==> src/rtl/fcvt_pkg.sv <==
package fcvt_pkg;

    localparam int EXP_W   = 11;
    localparam int MAN_W   = 52;
    localparam int SIG_W   = MAN_W + 1;
    localparam int BIAS    = (1 << (EXP_W - 1)) - 1;
    localparam int RES_W   = 32;
    localparam int FRAC_SH = RES_W - 1;
    localparam int EE_W    = EXP_W + 2;
    localparam int SH_W    = $clog2(SIG_W + 1);

    typedef enum logic [1:0] {
        RND_NEAR = 2'b00,
        RND_ZERO = 2'b01,
        RND_POS  = 2'b10,
        RND_NEG  = 2'b11
    } rnd_e;

    typedef enum logic [2:0] {
        CLS_ZERO,
        CLS_NORM,
        CLS_SUBN,
        CLS_INF,
        CLS_NAN
    } cls_e;

    typedef struct packed {
        logic                   sign;
        cls_e                   cls;
        logic signed [EE_W-1:0] eff_exp;
        logic [SIG_W-1:0]       sig;
    } unpk_t;

    typedef struct packed {
        logic             sign;
        cls_e             cls;
        logic             big;
        logic [RES_W-1:0] mag;
        logic             grd;
        logic             stk;
    } algn_t;

    typedef struct packed {
        logic [RES_W-1:0] res;
        logic             inv;
        logic             inx;
        logic             grd;
        logic             stk;
    } cvt_t;

    function automatic logic round_up(rnd_e m, logic neg, logic lsb,
                                      logic g, logic s);
        case (m)
            RND_NEAR: return g & (s | lsb);
            RND_ZERO: return 1'b0;
            RND_POS:  return ~neg & (g | s);
            default:  return neg & (g | s);
        endcase
    endfunction

endpackage

==> src/rtl/fcvt_unpack.sv <==
module fcvt_unpack
    import fcvt_pkg::*;
(
    input  logic [63:0] op,
    input  logic        frac,
    output unpk_t       up
);
    logic [EXP_W-1:0] ex;
    logic [MAN_W-1:0] mn;
    logic             ex_max;

    always_comb begin
        ex     = op[MAN_W +: EXP_W];
        mn     = op[MAN_W-1:0];
        ex_max = &ex;
        up.sign = op[63];
        up.sig  = {1'b1, mn};
        up.eff_exp = $signed({2'b00, ex}) - EE_W'(BIAS)
                     + (frac ? EE_W'(FRAC_SH) : '0);
        if (ex == '0)
            up.cls = (mn == '0) ? CLS_ZERO : CLS_SUBN;
        else if (ex_max)
            up.cls = (mn == '0) ? CLS_INF : CLS_NAN;
        else
            up.cls = CLS_NORM;
    end
endmodule

==> src/rtl/fcvt_align.sv <==
module fcvt_align
    import fcvt_pkg::*;
(
    input  unpk_t up,
    output algn_t al
);
    localparam logic signed [EE_W-1:0] TOP_E = EE_W'(RES_W - 1);
    localparam logic signed [EE_W-1:0] LOW_E = -EE_W'(1);

    logic [SH_W-1:0]  sh;
    logic [SIG_W-1:0] mask;

    always_comb begin
        al.sign = up.sign;
        al.cls  = up.cls;
        al.big  = 1'b0;
        al.mag  = '0;
        al.grd  = 1'b0;
        al.stk  = 1'b0;
        sh      = SH_W'(EE_W'(MAN_W) - up.eff_exp);
        mask    = '0;
        if (up.eff_exp > TOP_E) begin
            al.big = 1'b1;
        end else if (up.eff_exp < LOW_E) begin
            al.stk = 1'b1;
        end else begin
            mask   = (SIG_W'(1) << (sh - SH_W'(1))) - SIG_W'(1);
            al.mag = RES_W'(up.sig >> sh);
            al.grd = up.sig[sh - SH_W'(1)];
            al.stk = |(up.sig & mask);
        end
    end
endmodule

==> src/rtl/fcvt_round_sat.sv <==
module fcvt_round_sat
    import fcvt_pkg::*;
(
    input  algn_t al,
    input  rnd_e  rm,
    input  logic  inx_trap,
    output cvt_t  cv
);
    localparam logic [RES_W:0] POS_LIM = {2'b00, {(RES_W-1){1'b1}}};
    localparam logic [RES_W:0] NEG_LIM = {2'b01, {(RES_W-1){1'b0}}};
    localparam logic [RES_W-1:0] SAT_P = {1'b0, {(RES_W-1){1'b1}}};
    localparam logic [RES_W-1:0] SAT_N = {1'b1, {(RES_W-1){1'b0}}};

    logic             inc;
    logic [RES_W:0]   mag_r;
    logic             ovf;
    logic [RES_W-1:0] sel;

    always_comb begin
        inc   = round_up(rm, al.sign, al.mag[0], al.grd, al.stk);
        mag_r = {1'b0, al.mag} + (RES_W+1)'(inc);
        ovf   = al.big | (mag_r > (al.sign ? NEG_LIM : POS_LIM));
        cv    = '0;
        sel   = '0;
        case (al.cls)
            CLS_ZERO: cv = '0;
            CLS_INF: begin
                cv.inv = 1'b1;
                cv.res = al.sign ? SAT_N : SAT_P;
            end
            CLS_NORM: begin
                if (ovf) begin
                    cv.inv = 1'b1;
                    cv.res = al.sign ? SAT_N : SAT_P;
                end else begin
                    cv.inx = al.grd | al.stk;
                    cv.grd = al.grd;
                    cv.stk = al.stk;
                    sel    = (inx_trap && cv.inx) ? al.mag : mag_r[RES_W-1:0];
                    cv.res = al.sign ? (~sel + RES_W'(1)) : sel;
                end
            end
            default: cv.inv = 1'b1;
        endcase
    end
endmodule

==> src/rtl/dbl2i32_cvt.sv <==
module dbl2i32_cvt
    import fcvt_pkg::*;
(
    input  logic        clk,
    input  logic        rst,
    input  logic        in_valid,
    input  logic [63:0] operand,
    input  logic        frac_mode,
    input  logic [1:0]  rnd_mode,
    input  logic        inv_trap_en,
    input  logic        inx_trap_en,
    output logic        out_valid,
    output logic [31:0] result,
    output logic        wr_en,
    output logic        flag_invalid,
    output logic        flag_inexact,
    output logic        guard,
    output logic        sticky
);
    unpk_t up;
    algn_t al;
    cvt_t  cv;

    fcvt_unpack u_unpack (.op(operand), .frac(frac_mode), .up(up));
    fcvt_align  u_align  (.up(up), .al(al));
    fcvt_round_sat u_rnd (
        .al(al), .rm(rnd_e'(rnd_mode)), .inx_trap(inx_trap_en), .cv(cv)
    );

    always_ff @(posedge clk) begin
        if (rst) begin
            out_valid    <= 1'b0;
            result       <= '0;
            wr_en        <= 1'b0;
            flag_invalid <= 1'b0;
            flag_inexact <= 1'b0;
            guard        <= 1'b0;
            sticky       <= 1'b0;
        end else begin
            out_valid <= in_valid;
            wr_en     <= in_valid & ~(cv.inv & inv_trap_en);
            if (in_valid) begin
                result       <= cv.res;
                flag_invalid <= cv.inv;
                flag_inexact <= cv.inx;
                guard        <= cv.grd;
                sticky       <= cv.stk;
            end
        end
    end
endmodule

==> config.mk <==
export PLATFORM = sky130hd
export DESIGN_NAME = dbl2i32_cvt
export DESIGN_NICKNAME = d
export VERILOG_FILES = /design/src/rtl/fcvt_pkg.sv /design/src/rtl/fcvt_unpack.sv /design/src/rtl/fcvt_align.sv /design/src/rtl/fcvt_round_sat.sv /design/src/rtl/dbl2i32_cvt.sv
export SDC_FILE = /design/constraint.sdc
export NUM_CORES = 1
export LEC_CHECK = 0
export CAP_MARGIN = 20
export CORE_MARGIN = 1
export CORE_UTILIZATION = 35
export DETAILED_ROUTE_END_ITERATION = 8
export PLACE_DENSITY = 0.63
export SLEW_MARGIN = 20
export SYNTH_ARGS = -nofsm -noshare
export SYNTH_HDL_FRONTEND = slang
export SYNTH_SLANG_ARGS = --single-unit
==> constraint.sdc <==
create_clock -name clk -period 22.8 [get_ports clk]
set_clock_uncertainty 0.2 [all_clocks]
set_input_delay 5.7 -clock clk [delete_from_list [all_inputs] [get_ports clk]]
set_output_delay 5.7 -clock clk [all_outputs]
set_load 0.005 [all_outputs]
Word level (Yosys, flattened, before mapping) --
Cells that the tools add are included.
Operators by class: $add $sub $neg 7, magnitude comparators 4, equality and inequality tests 4, shifts and indexed selects 2, mux-type cells 22, bitwise operators 12, reductions and logical operators 7
Operator list (count):
- $mux W32 | 5
- $pmux W32 S2 | 1
- $and A53 B53 Y53 | 1
- $reduce_or A53 Y1 | 1
- $shl A1 B6 Y53 const A | 1
- $shr A53 B6 Y32 | 1
- $sub A53 B2 Y53 const B | 1
- $logic_not A52 Y1 | 1
- $mux W34 | 1
- $add A32 B1 Y33 | 1
- $gt A33 B33 Y1 | 1
- $mux W33 | 1
- $add A32 B1 Y32 const B | 1
- $not A32 Y32 | 1
- $mux W3 | 5
- $add A12 B6 Y13 | 1
- $gt A13 B6 Y1 const B | 1
- $lt A13 B1 Y1 const B | 1
- $sub A11 B10 Y12 const B | 1
- $logic_not A11 Y1 | 1
- $reduce_and A11 Y1 | 1
- $lt A6 B7 Y1 const B | 1
- $bmux W1 S6 | 1
- $sub A5 B6 Y6 const A | 1
- other kinds (16) | 26
Word-level totals: register bits 38, input bits 72, output and inout bits 38, word-level logic and storage cells 65

Depth between registers and ports, before layout --
depth in word-level cells 21, depth in mapped cells 54, depth with buffers taken out 50

By module --
A second synthesis with hierarchy kept.
Unflattened totals: cell total of the unflattened synthesis 1739, area total of the unflattened synthesis 11845.1 µm²
By module, submodules not included:
- fcvt_align | times used 1, cells an instance 944, area each 5809.3 µm², seq. area each 0.0 µm²
- fcvt_round_sat | times used 1, cells an instance 516, area each 3529.6 µm², seq. area each 0.0 µm²
- dbl2i32_cvt | times used 1, cells an instance 120, area each 1361.3 µm², seq. area each 760.7 µm²
- fcvt_unpack | times used 1, cells an instance 159, area each 1144.8 µm², seq. area each 0.0 µm²

Worst setup path before layout --
Ideal clock, no wire load.
path type input-to-reg, from input port operand[52], to register result[21], setup time 122 ps, arrival 15105 ps, data required time 22478 ps, path slack 7373 ps, stages on the path 50, path buffers 3, cells stage by stage inv_1 > ha_1 > fa_1 > inv_1 > ha_1 > nand2b_1 > or3_1 > a311oi_1 > o22a_2 > xor2_2 > buf_4 > nor2_1 > nand3_1 > ha_1 > inv_1 > o41a_1 > a32o_1 > o21bai_1 > [... 14 more ...] > ha_1 > a21oi_1 > nor2b_1 > o21ai_0 > nand2b_1 > a21oi_1 > o21ai_0 > a31o_2 > a221oi_1 > o21ai_0 > a21oi_1 > o21ai_0 > nand2_1 > and3_1 > clkbuf_1 > buf_2 > a211oi_1 > a311o_1
Between the ends: longest elaborated chain between the ends 20, elaborated cells between the ends (all ways) 39, those cells by class add/sub: 7; order compare: 3; eq/ne: 2; shift: 2; mux: 13; bitwise: 8; reduce/logical: 4
Ends and longest elaborated chain:
- start, declared | line dbl2i32_cvt.sv:7 | input logic [63:0] operand,
- $sub A11 B10 Y12 | line fcvt_unpack.sv:18 | up.eff_exp = $signed({2'b00, ex}) - EE_W'(BIAS)
- $add A12 B6 Y13 | line fcvt_unpack.sv:19 | + (frac ? EE_W'(FRAC_SH) : '0);
- $sub A5 B6 Y6 | line fcvt_align.sv:20 | sh = SH_W'(EE_W'(MAN_W) - up.eff_exp);
- $sub A6 B1 Y6 | line fcvt_align.sv:27, fcvt_align.sv:29
- $shl A1 B6 Y53 | line fcvt_align.sv:27 | mask = (SIG_W'(1) << (sh - SH_W'(1))) - SIG_W'(1);
- $sub A53 B2 Y53 | line fcvt_align.sv:27
- $and A53 B53 Y53 | line fcvt_align.sv:30 | al.stk = |(up.sig & mask);
- $reduce_or A53 Y1 | line fcvt_align.sv:30
- [... 4 more ...]
- $pmux W1 S3 | line fcvt_pkg.sv:53 | case (m)
- $add A32 B1 Y33 | line fcvt_round_sat.sv:21 | mag_r = {1'b0, al.mag} + (RES_W+1)'(inc);
- $mux W32 | line fcvt_round_sat.sv:39 | sel = (inx_trap && cv.inx) ? al.mag : mag_r[RES_W-1:0];
- $not A32 Y32 | line fcvt_round_sat.sv:40 | cv.res = al.sign ? (~sel + RES_W'(1)) : sel;
- $add A32 B1 Y32 | line fcvt_round_sat.sv:40
- $mux W32 | line fcvt_round_sat.sv:40
- $mux W32 | line fcvt_round_sat.sv:32 | if (ovf) begin
- $pmux W32 S2 (*) | line fcvt_round_sat.sv:25 | case (al.cls)
- end signal, assigned | line dbl2i32_cvt.sv:43 | result <= cv.res;
- end, declared | line dbl2i32_cvt.sv:13 | output logic [31:0] result,
Mark *: on every way between the ends. The rest lies on a longest branch, timed or not. The select of a mux whose other input is x is not followed. A chain may end at the register's enable or synchronous reset.

Worst setup path in the final report --
from input port operand[52], to register result[9]
Same word-level chain as after synthesis.

==> flow_summary_export.csv <==
group,metric,value,unit
layout,nFillCells,3712,
sta,finalHoldViolCount,0,
sta,worstMarginPinSlew,1.177,ns
sta,rsz0062_at_grt,"false",
floorplanning,row_count,69,
placed_design,gp_congestion,1.019,
cts,cts_root_buffer,"clkbuf_16",
cts,numCtsBuffers,5,
cts,cts_buffer_depth,2,
logic_synthesis,ys.warnings.count,0,
route,vias,15100,
layout,drive_gt1_frac,0.1080,
pwr,p_leak,5.379,nW
critical_path,regToRegSetupSlack,21.28,ns
cts,clkSlewWorstSetupHoldPaths,0.06,ns
critical_path,crit_fanout,64,
cts,cts_num_sinks,38,
pwr,powerDensity,84.62,mW/mm2
critical_path,critical_path_required,22.81,ns
pwr,p_int,501.1,uW
global_route,gr-total-overflow,0,
sta,fmax,52.44,MHz
flow_run,maxCapViolCount,0,
critical_path,critical_path_arrival,19.08,ns
critical_path,end_kind,"flop",
sta,fin_tns_setup,0,ns
min_path,min_path_type,"flop to flop",
cts,cts_hold_buf,0,
logic_synthesis,ys_async_sr_fraction,0,
logic_synthesis,synth-edff-count,0,
pwr,p_total,1.206,mW
global_route,antenna_found_initial,0,
route,vias_per_cell,6.744,
pwr,p_clk_frac,0.078,
floorplanning,die_x,192.5,um
placed_design,dp_hpwl,41180,um
route,drc,8,
layout,area_growth,12.24,%
route,totalWireLength,53830,um
run_status,violations,"DRC",
global_route,track_usage,0.2865,
sta,relSlewSlack,0.2094,
route,drt_first_pass_iters,8,
route,wl_per_cell,24.04,um
logic_synthesis,synth-seq-cells,38,
layout,final_cell_mix,"242 x nand2_1, 156 x nor2_1, 122 x a21oi_1",
cts,cts_tree,"built",
logic_synthesis,syn_nets,1873,
cts,h-tree-depth,2,
cts,cts.repair.resized,0,
cts,postCtsSetupBuffers,0,
critical_path,crit_type,"input pin to flop",
layout,layout.nets,1897,
cts,insertion_delay,0.29,ns
logic_synthesis,syn_avg_cell_area,7.248,um2
layout,final_common_cell,"nand2_1",
logic_synthesis,syn-instance-count,1752,
pwr,switchingPower,704.9,uW
critical_path,r2r_cells,5,
floorplanning,start_util,0.3561,
sta,period_share,0.8364,
placed_design,portBuffers,109,
critical_path,slowest_delay,0.83,ns
pwr,max-vdd-ir-drop,0.00004868,V
logic_synthesis,synth_cell_types,116,
logic_synthesis,syn-cell-area,0.01270,mm2
floorplanning,core_region_area,0.03566,mm2
sta,post-route-min-period,19.07,ns
sta,hold_slack,0.2633,ns
critical_path,slowest_stage,"nor2_1",
pwr,sw_frac_of_total,0.5845,
route,antenna_left,0,
global_route,grt_max_degree,65,
floorplanning,ios,110,
route,drtIter0Drc,1829,
sta,slew_violations,0,
run_status,outcome,"finished, violations left",
floorplanning,die_area,0.03705,mm2
critical_path,critPathLaunchType,"input pin",
global_route,grt_pass1_wl,82460,um
pwr,power_frac_seq,0.061,
logic_synthesis,yosysSeqAreaShare,0.05991,
pwr,combPwrFrac,0.861,
logic_synthesis,synth_ff_type,"dfxtp_1",
sta,setup_viol_count_final,0,
floorplanning,die_y,192.5,um
global_route,grt_pass1_vias,13820,
min_path,holdPathStages,2,
==> flip-flops by register name (all words and copies together) (netlist names) <==
| signal | count |
|---|---|
| wr_en | 1 |
| flag_inexact | 1 |
| flag_invalid | 1 |
| sticky | 1 |
| out_valid | 1 |
| result | 32 |
| guard | 1 |
==> synthesized netlist by cell type, drive strengths merged, types with 7 or more instances <==
cell       n  area [um2]
a2111oi    9       80.08
a211o      8       70.07
a211oi    27       222.7
a21o      18       135.1
a21oi    124       635.6
a22oi      9       67.56
a31o      11       96.34
a31oi     24       150.1
and2      23       143.9
and3      22       137.6
and4       8       71.32
buf       67       399.1
clkbuf    57       214.0
dfxtp     38       760.7
ha        48       600.6
inv       34       127.6
mux2      17       191.4
mux2i     99       991.0
mux4      57        1284
nand2    242       908.4
nand2b    12       75.07
nand3     61       305.3
nand3b     7       52.55
nand4     41       256.5
nor2     161       626.8
nor2b     10       62.56
nor3      57       317.8
nor3b     13       107.6
nor4      30       206.5
nor4b      7       76.32
o2111ai    8       70.07
o211ai    16       120.1
o21a       9       67.56
o21ai    102       518.0
o22ai     13       107.6
o31ai     12       95.09
o32ai      7       61.31
or2       13       81.33
or3       18       117.6
or4       11       86.33
xnor2     60       574.3
xor2      44       400.4
==> power by group through the flow <==
stage          Clock, mW  Combinational (mW)  Sequential [mW]
3_5_place_dp           0               0.999           0.0749
4_1_cts           0.0948                1.00           0.0735
6_report          0.0939                1.04           0.0734
2_1_floorplan          0               0.726           0.0750
3_3_place_gp           0                1.00           0.0748
5_1_grt           0.0977                1.10           0.0739
==> area by class of cell <==
class | instances | area (um2) | area share
antenna | 1 | 2.502 | 0.0001756
inverter | 34 | 127.6 | 0.008954
clock buffer | 6 | 138.9 | 0.009745
clock inverter | 2 | 60.06 | 0.004214
multi-input combinational | 1556 | 11260 | 0.7900
timing repair buffer | 141 | 1326 | 0.09306
tap | 461 | 576.8 | 0.04047
sequential | 38 | 760.7 | 0.05338
==> metal layers <==
| layer | part of all wire | GRT usage | vias up |
|---|---|---|---|
| li1 | - | - | 6709 |
| met1 | 0.42 | 0.4058 | 7227 |
| met2 | 0.43 | 0.4387 | 999 |
| met5 | 0 | 0 | - |
| met4 | 0.037 | 0.08904 | 0 |
| met3 | 0.11 | 0.04783 | 164 |
==> critical path, delay by kind of cell <==
family	cells	cell delay, ns
multiplexers	1	0.17
adder cells (fa/ha/maj)	7	2.62
XOR/XNOR	1	0.15
AND/OR/NAND/NOR	14	4.18
buffers and inverters	7	2.37
AO/OA/AOI/OAI	19	3.80
==> final timing paths <==
kind | from | to
worst max register to register | result[31]$_SDFFE_PP0P_ | result[31]$_SDFFE_PP0P_
worst min register to register | result[12]$_SDFFE_PP0P_ | result[12]$_SDFFE_PP0P_
worst max-delay path | operand[52] | result[9]$_SDFFE_PP0P_
worst min-delay path | result[12]$_SDFFE_PP0P_ | result[12]$_SDFFE_PP0P_
==> metrics by stage <==
stage / area (um2) / worst slack (ns) / std cells / utilization
6_report: 14250 / 3.729 / 2239 / 0.3997
5_1_grt: 14250 / 2.737 / 2238 / 0.3997
4_1_cts: 14250 / 4.045 / 2238 / 0.3996
3_5_place_dp: 14050 / 3.787 / 2230 / 0.3940
3_3_place_gp: 14050 / 4.117 / 2230 / 0.3940
2_1_floorplan: 12700 / 7.373 / 1752 / -
==> kinds of logic (layout without fill, tap and decap cells) <==
kind of cell	after synthesis	count (layout)	synth area share
AO/OA/AOI/OAI	475	475	0.2535
other	0	1	0
multiplexers	173	173	0.1942
XOR/XNOR	109	109	0.08582
buffers and inverters	158	183	0.05833
flip-flops	38	38	0.05991
adder cells (fa/ha/maj)	49	49	0.04887
AND/OR/NAND/NOR	750	750	0.2993
Note: power is estimated with default switching activity, not from simulation.
